[src/rtl/mapx_pkg.sv]
// Shared types for the bank translator.
// Assumes eight 8-bit bank registers, packed so they pass through ports.
package mapx_pkg;
    localparam int NUM_BANK_REGS = 8;
    localparam int BANK_W        = 8;
    localparam int IDX_W         = $clog2(NUM_BANK_REGS);

    typedef logic [BANK_W-1:0] bank_t;
    typedef bank_t [NUM_BANK_REGS-1:0] bank_file_t;
endpackage

[src/rtl/mapx_regs.sv]
// Register file of the translator: bank registers, index, mode bits and the
// optional outer-bank register. Assumes one write per cycle, with the address
// already qualified by wr_en.
module mapx_regs
    import mapx_pkg::*;
#(
    parameter bit HAS_OUTER = 1'b1
) (
    input  logic             clk,
    input  logic             rst_n,
    input  logic             wr_en,
    input  logic [15:0]      wr_addr,
    input  logic [7:0]       wr_data,
    output bank_file_t       banks,
    output logic             prg_mode,
    output logic             chr_inv,
    output logic [2:0]       outer
);
    logic [IDX_W-1:0] idx;
    logic             sel_bank;
    logic             sel_outer;

    // Decode the $8000-$9FFF pair and the $6000-$7FFF outer range.
    assign sel_bank  = wr_en && (wr_addr[15:13] == 3'b100);
    assign sel_outer = wr_en && (wr_addr[15:13] == 3'b011);

    // Index/mode capture on even writes, bank load on odd writes.
    always_ff @(posedge clk) begin
        if (!rst_n) begin
            banks    <= '0;
            idx      <= '0;
            prg_mode <= 1'b0;
            chr_inv  <= 1'b0;
        end else if (sel_bank) begin
            if (!wr_addr[0]) begin
                idx      <= wr_data[IDX_W-1:0];
                prg_mode <= wr_data[6];
                chr_inv  <= wr_data[7];
            end else begin
                banks[idx] <= wr_data;
            end
        end
    end

    generate
        if (HAS_OUTER) begin : g_outer
            // Outer-bank register load.
            always_ff @(posedge clk) begin
                if (!rst_n) outer <= '0;
                else if (sel_outer) outer <= wr_data[2:0];
            end

            // the outer register takes the low three data bits.
            a_r7_outer_load: assert property (@(posedge clk) disable iff (!rst_n)
                sel_outer |=> outer == $past(wr_data[2:0]));
        end else begin : g_no_outer
            assign outer = '0;
        end
    endgenerate

    // an even write sets the index and both mode bits.
    a_r1_index_mode: assert property (@(posedge clk) disable iff (!rst_n)
        (sel_bank && !wr_addr[0]) |=>
            (idx == $past(wr_data[IDX_W-1:0]) && prg_mode == $past(wr_data[6])
             && chr_inv == $past(wr_data[7])));

    // an odd write loads the indexed register and keeps the mode bits.
    a_r2_data_load: assert property (@(posedge clk) disable iff (!rst_n)
        (sel_bank && wr_addr[0]) |=>
            (banks[$past(idx)] == $past(wr_data) && $stable(prg_mode) && $stable(chr_inv)));
endmodule

[src/rtl/mapx_prg_xlate.sv]
// Program-side translation: picks one of four 8 KB windows from cpu_addr[14:13]
// and applies the outer-bank override to offset bits 16 and 17.
// Assumes a power-of-two PRG_BANKS of at least 32 when the outer register is present.
module mapx_prg_xlate
    import mapx_pkg::*;
#(
    parameter int PRG_BANKS = 32,
    parameter bit HAS_OUTER = 1'b1,
    localparam int PB       = $clog2(PRG_BANKS),
    localparam int PRG_AW   = PB + 13
) (
    input  logic              clk,
    input  logic              rst_n,
    input  bank_t             bank6,
    input  bank_t             bank7,
    input  logic              prg_mode,
    input  logic [2:0]        outer,
    input  logic [14:0]       cpu_addr,
    output logic [PRG_AW-1:0] prg_offset
);
    localparam logic [PB-1:0] LAST   = PB'(PRG_BANKS - 1);
    localparam logic [PB-1:0] SECOND = PB'(PRG_BANKS - 2);

    logic [PB-1:0]     bank_sel;
    logic [PRG_AW-1:0] inner;
    logic [BANK_W-1:0] unused_hi;

    assign unused_hi = {bank6[BANK_W-1:PB], bank7[BANK_W-1:PB]} >> 0;

    // Window to bank-number selection under the program mode.
    always_comb begin
        unique case (cpu_addr[14:13])
            2'd0:    bank_sel = prg_mode ? SECOND : bank6[PB-1:0];
            2'd1:    bank_sel = bank7[PB-1:0];
            2'd2:    bank_sel = prg_mode ? bank6[PB-1:0] : SECOND;
            default: bank_sel = LAST;
        endcase
    end

    assign inner = {bank_sel, cpu_addr[12:0]};

    generate
        if (HAS_OUTER) begin : g_outer
            // Outer override of program address bits 16 and 17.
            always_comb begin
                prg_offset     = inner;
                prg_offset[17] = outer[2];
                prg_offset[16] = (&outer[1:0]) | (inner[16] & outer[2]);
            end
        end else begin : g_plain
            logic [2:0] unused_outer;
            assign unused_outer = outer;
            assign prg_offset   = inner;
        end
    endgenerate

    // the top window always reads the last bank.
    a_r6_last_fixed: assert property (@(posedge clk) disable iff (!rst_n)
        (cpu_addr[14:13] == 2'b11) |-> bank_sel == LAST);

    // the $A000 window follows register 7 in both modes.
    a_r6_window1_r7: assert property (@(posedge clk) disable iff (!rst_n)
        (cpu_addr[14:13] == 2'b01) |-> bank_sel == bank7[PB-1:0]);
endmodule

[src/rtl/mapx_chr_xlate.sv]
// Pattern-side translation: two 2 KB windows and four 1 KB windows, with the
// halves swapped by the inversion bit, then the outer override on bit 17.
// Assumes a power-of-two CHR_BANKS of at least 256 when the outer register is present.
module mapx_chr_xlate
    import mapx_pkg::*;
#(
    parameter int CHR_BANKS = 256,
    parameter bit HAS_OUTER = 1'b1,
    localparam int CB       = $clog2(CHR_BANKS),
    localparam int CHR_AW   = CB + 10
) (
    input  logic              clk,
    input  logic              rst_n,
    input  bank_file_t        banks,
    input  logic              chr_inv,
    input  logic [2:0]        outer,
    input  logic [12:0]       ppu_addr,
    output logic [CHR_AW-1:0] chr_offset
);
    logic              upper;
    bank_t             pair_reg;
    logic [CB-1:0]     bank_sel;
    logic [CHR_AW-1:0] inner;
    bank_t             unused_top;

    assign unused_top = banks[7] ^ banks[6];
    assign upper      = ppu_addr[12] ^ chr_inv;
    assign pair_reg   = ppu_addr[11] ? banks[1] : banks[0];

    // Bank-number selection: 2 KB pairs in the lower half, 1 KB banks in the upper.
    always_comb begin
        if (!upper) bank_sel = {pair_reg[CB-1:1], ppu_addr[10]};
        else        bank_sel = banks[{1'b0, ppu_addr[11:10]} + 3'd2][CB-1:0];
    end

    assign inner = {bank_sel, ppu_addr[9:0]};

    generate
        if (HAS_OUTER) begin : g_outer
            // Outer override of pattern address bit 17.
            always_comb begin
                chr_offset     = inner;
                chr_offset[17] = outer[2];
            end
            logic [1:0] unused_lo;
            assign unused_lo = outer[1:0];
        end else begin : g_plain
            logic [2:0] unused_outer;
            assign unused_outer = outer;
            assign chr_offset   = inner;
        end
    endgenerate

    // inside a 2 KB window, bank bit 0 comes from the address, not the register.
    a_r4_pair_low_bit: assert property (@(posedge clk) disable iff (!rst_n)
        !upper |-> bank_sel[0] == ppu_addr[10]);

    // in the 1 KB half with inversion set, $0000 reads register 2.
    a_r5_inv_first: assert property (@(posedge clk) disable iff (!rst_n)
        (chr_inv && ppu_addr[12:10] == 3'b000) |-> bank_sel == banks[2][CB-1:0]);
endmodule

[src/rtl/mapx_bank_xlate.sv]
// Top of the bank translator: register file plus program and pattern
// translation. Assumes the caller decodes cpu_addr bit 15 and presents only
// $8000-$FFFF reads here.
module mapx_bank_xlate
    import mapx_pkg::*;
#(
    parameter int PRG_BANKS = 32,
    parameter int CHR_BANKS = 256,
    parameter bit HAS_OUTER = 1'b1,
    localparam int PRG_AW   = $clog2(PRG_BANKS) + 13,
    localparam int CHR_AW   = $clog2(CHR_BANKS) + 10
) (
    input  logic              clk,
    input  logic              rst_n,
    input  logic              wr_en,
    input  logic [15:0]       wr_addr,
    input  logic [7:0]        wr_data,
    input  logic [14:0]       cpu_addr,
    output logic [PRG_AW-1:0] prg_offset,
    input  logic [12:0]       ppu_addr,
    output logic [CHR_AW-1:0] chr_offset
);
    bank_file_t banks;
    logic       prg_mode;
    logic       chr_inv;
    logic [2:0] outer;

    mapx_regs #(.HAS_OUTER(HAS_OUTER)) i_regs (
        .clk(clk), .rst_n(rst_n), .wr_en(wr_en), .wr_addr(wr_addr),
        .wr_data(wr_data), .banks(banks), .prg_mode(prg_mode),
        .chr_inv(chr_inv), .outer(outer)
    );

    mapx_prg_xlate #(.PRG_BANKS(PRG_BANKS), .HAS_OUTER(HAS_OUTER)) i_prg (
        .clk(clk), .rst_n(rst_n), .bank6(banks[6]), .bank7(banks[7]),
        .prg_mode(prg_mode), .outer(outer), .cpu_addr(cpu_addr),
        .prg_offset(prg_offset)
    );

    mapx_chr_xlate #(.CHR_BANKS(CHR_BANKS), .HAS_OUTER(HAS_OUTER)) i_chr (
        .clk(clk), .rst_n(rst_n), .banks(banks), .chr_inv(chr_inv),
        .outer(outer), .ppu_addr(ppu_addr), .chr_offset(chr_offset)
    );
endmodule

[config.mk]
export PLATFORM = sky130hd
export DESIGN_NAME = mapx_bank_xlate
export DESIGN_NICKNAME = d
export VERILOG_FILES = /design/src/rtl/mapx_pkg.sv /design/src/rtl/mapx_regs.sv /design/src/rtl/mapx_prg_xlate.sv /design/src/rtl/mapx_chr_xlate.sv /design/src/rtl/mapx_bank_xlate.sv
export SDC_FILE = /design/constraint.sdc
export NUM_CORES = 1
export LEC_CHECK = 0
export CAP_MARGIN = 20
export CORE_UTILIZATION = 60
export CTS_CLUSTER_DIAMETER = 30
export DETAILED_ROUTE_END_ITERATION = 16
export DONT_BUFFER_PORTS = 1
export GPL_TIMING_DRIVEN = 0
export PLACE_DENSITY = 0.82
export SKIP_CTS_REPAIR_TIMING = 1
export SLEW_MARGIN = 20
export SYNTH_ARGS = -nofsm -noshare
export SYNTH_HDL_FRONTEND = slang
export SYNTH_SLANG_ARGS = --single-unit
[constraint.sdc]
create_clock -name clk -period 1.86 [get_ports clk]
set_input_delay 0.093 -clock clk [delete_from_list [all_inputs] [get_ports clk]]
set_output_delay 0.093 -clock clk [all_outputs]
set_load 0.03 [all_outputs]
==> results.tsv <==
metric	value	unit
worst_pin_slew	0.9439	ns
r2r_slack	0.37	ns
cap_viol_max_count	0	
nets	350	
drt.antenna.violating_nets	0	
avgSynthCellArea	9.687	um^2
synth_fa_ha_area_share	0	%
grt_overflow	0	
synth-compound-area-share	4.884	%
max_freq	0.5232	GHz
first_global_vias	1873	
wl_per_cell	16.24	um
cp.required	1.77	ns
cts_tree	yes	
ys_seq_area_share	40.89	%
synth_area	2741	um^2
synth.mux.area_fraction	26.52	%
clockRootBuffer	clkbuf_8	
grt_usage	23.65	%
worstSetupEndpointType	output port	
min_period	1.911	ns
violations	setup timing	
syn2layout_area_growth	7.622	%
h-tree-depth	2	
crit_type	flop to output port	
setup_viol	5	
synth_ff_type	dfxtp_1	
via_per_inst	5.865	
r2r_cells	4	
fin_skew	0.004830	ns
max_slew_margin	36.41	%
ir_drop	0.4077	mV
die-width	69.60	um
grt_max_degree	17	
clock_latency	0.31	ns
dr.first_iter.drc_count	151	
synth_top_family_by_area	multiplexers	
cts_made_buffers	5	
timing.final.crit_share	102.8	%
dpl.cell_count	335	
hold_ws	0.07039	ns
cp_max_fo	10	
synth-edff-count	0	
pin_count	91	
maxSlewViolCount	0	
drt_wl_total	5651	um
ys_types	28	
grt_pass1_wl	8970	um
total_power	2.130	mW
stdcell_count	348	
min_from	wr_data[6]	
hold_depth	2	
yosys.area_share.simple	16.80	%
hold_viol_final	0	
die_y	69.60	um
ys_ff_latch	56	
final_common_cell	nand2_1	
p_leak	1.438	nW
post-dp-hpwl	4003	um
fp-row-count	24	
cp-start-kind	flop	
clock_path_buffers	2	
synthXorXnorAreaFrac	0.6390	%
hold_end	i_regs.banks[6]$_SDFFE_PN0P_	
hp-class	primary input to flop	
status	complete, but fails checks	
start_util	62.53	%
postLayoutCellArea	2950	um^2
drcViolationCount	0	
syn_nets	338	
clock-sinks	56	
r2r-start	i_regs.idx[0]$_SDFFE_PN0P_	
arrival	1.82	ns
drive_gt1_share	18.24	%
gp_congestion	0.7718	
yosys_warnings	0	
first_pass_iters	5	
clk_transition_reported_paths	0.10	ns
setup_ws	-0.05142	ns
coreArea	4384	um^2
powerDensity	721.9	nW/um^2
final_cell_mix	nand2_1 (62), mux2i_1 (58), dfxtp_1 (56)	
port_buffers	0	
placed_area	2806	um^2
async_flop_share	0	%
r2r-end	i_regs.banks[34]$_SDFFE_PN0P_	
antenna_found_initial	0	
grt_setup_unrepaired	yes	
n_antenna_cell	0	
vias	2041	
die_area	4843	um^2
postSynthCellCount	283	
per-layer routing:
metal / vias to the layer above / GRT usage (%) / share of wire (%)
li1: 973 / - / -
met1: 959 / 31.30 / 42
met2: 101 / 38.30 / 49
met3: 8 / 3.779 / 7.4
met4: 0 / 10.20 / 1.4
met5: - / 0 / 0
cell usage after synthesis (2+ instances only):
cell type / n / share of area [%]
nand3b_1: 5 / 1.4
buf_4: 27 / 7.4
dfxtp_1: 56 / 41
nand3_2: 2 / 0.73
nand2_1: 62 / 8.5
nor2_1: 5 / 0.68
inv_1: 2 / 0.27
nand2b_1: 2 / 0.46
nand4_4: 2 / 1.6
o21ai_0: 15 / 2.7
mux2i_1: 58 / 21
nand4b_1: 5 / 1.6
buf_2: 6 / 1.1
o22a_1: 2 / 0.64
a21oi_1: 7 / 1.3
mux4_2: 6 / 4.9
clkbuf_1: 10 / 1.4
worst max path at each step:
stage / start / end / slack, ns / depth (start not counted)
after floorplan: i_regs.chr_inv$_SDFFE_PN0P_ / chr_offset[12] / 0.38 / 3
after global placement: i_regs.chr_inv$_SDFFE_PN0P_ / chr_offset[12] / 0.17 / 3
after detailed placement: i_regs.chr_inv$_SDFFE_PN0P_ / chr_offset[12] / 0.15 / 3
after CTS: i_regs.chr_inv$_SDFFE_PN0P_ / chr_offset[12] / -0.19 / 3
after global routing: i_regs.chr_inv$_SDFFE_PN0P_ / chr_offset[11] / -0.12 / 4
final: i_regs.chr_inv$_SDFFE_PN0P_ / chr_offset[11] / -0.05 / 4
sequential cells by signal (all words and copies together), names as in the netlist:
| name | count |
|---|---|
| i_regs.idx | 3 |
| i_regs.prg_mode | 1 |
| i_regs.banks | 48 |
| i_regs.chr_inv | 1 |
| i_regs.outer | 3 |
cell families (layout without fill, tap and decap cells):
kind of cell	count (synthesis)	after routing
xor+xnor	2	2
mux	65	65
flops	56	56
compound gates	25	25
buf+inv	46	59
simple gates	89	89
layout make-up:
class / instances / area, um^2
flip-flops and latches: 56 / 1121
well taps: 52 / 65.06
fillers: 343 / 1434
plain buffers: 44 / 275.3
inverters: 2 / 7.507
multi-input cells: 181 / 1339
clock buffers: 6 / 82.58
repair buffers: 5 / 50.05
clock inverters: 2 / 10.01
through the flow:
step           utilization, %  worst slack, ns  setup TNS (ns)
2_1_floorplan               -           0.3770               0
3_3_place_gp            64.01           0.1732               0
3_5_place_dp            64.01           0.1468               0
4_1_cts                 66.12          -0.1930         -0.8742
5_1_grt                 67.29          -0.1157         -0.6045
6_report                67.29         -0.05142         -0.1488
worst max-delay path, stage by stage, from the launching register on:
cell,delay (ns)
dfxtp_1,0.36
xor2_1,0.39
clkbuf_2,0.30
nand2_1,0.10
o21ai_0,0.36
power by group:
part	internal, mW	leakage [nW]	switching (mW)
registers	1.20	0.451	0.00301
clock network	0.298	0.0510	0.384
logic	0.0796	0.935	0.162
No activity file was read; power rests on OpenSTA's default activity.
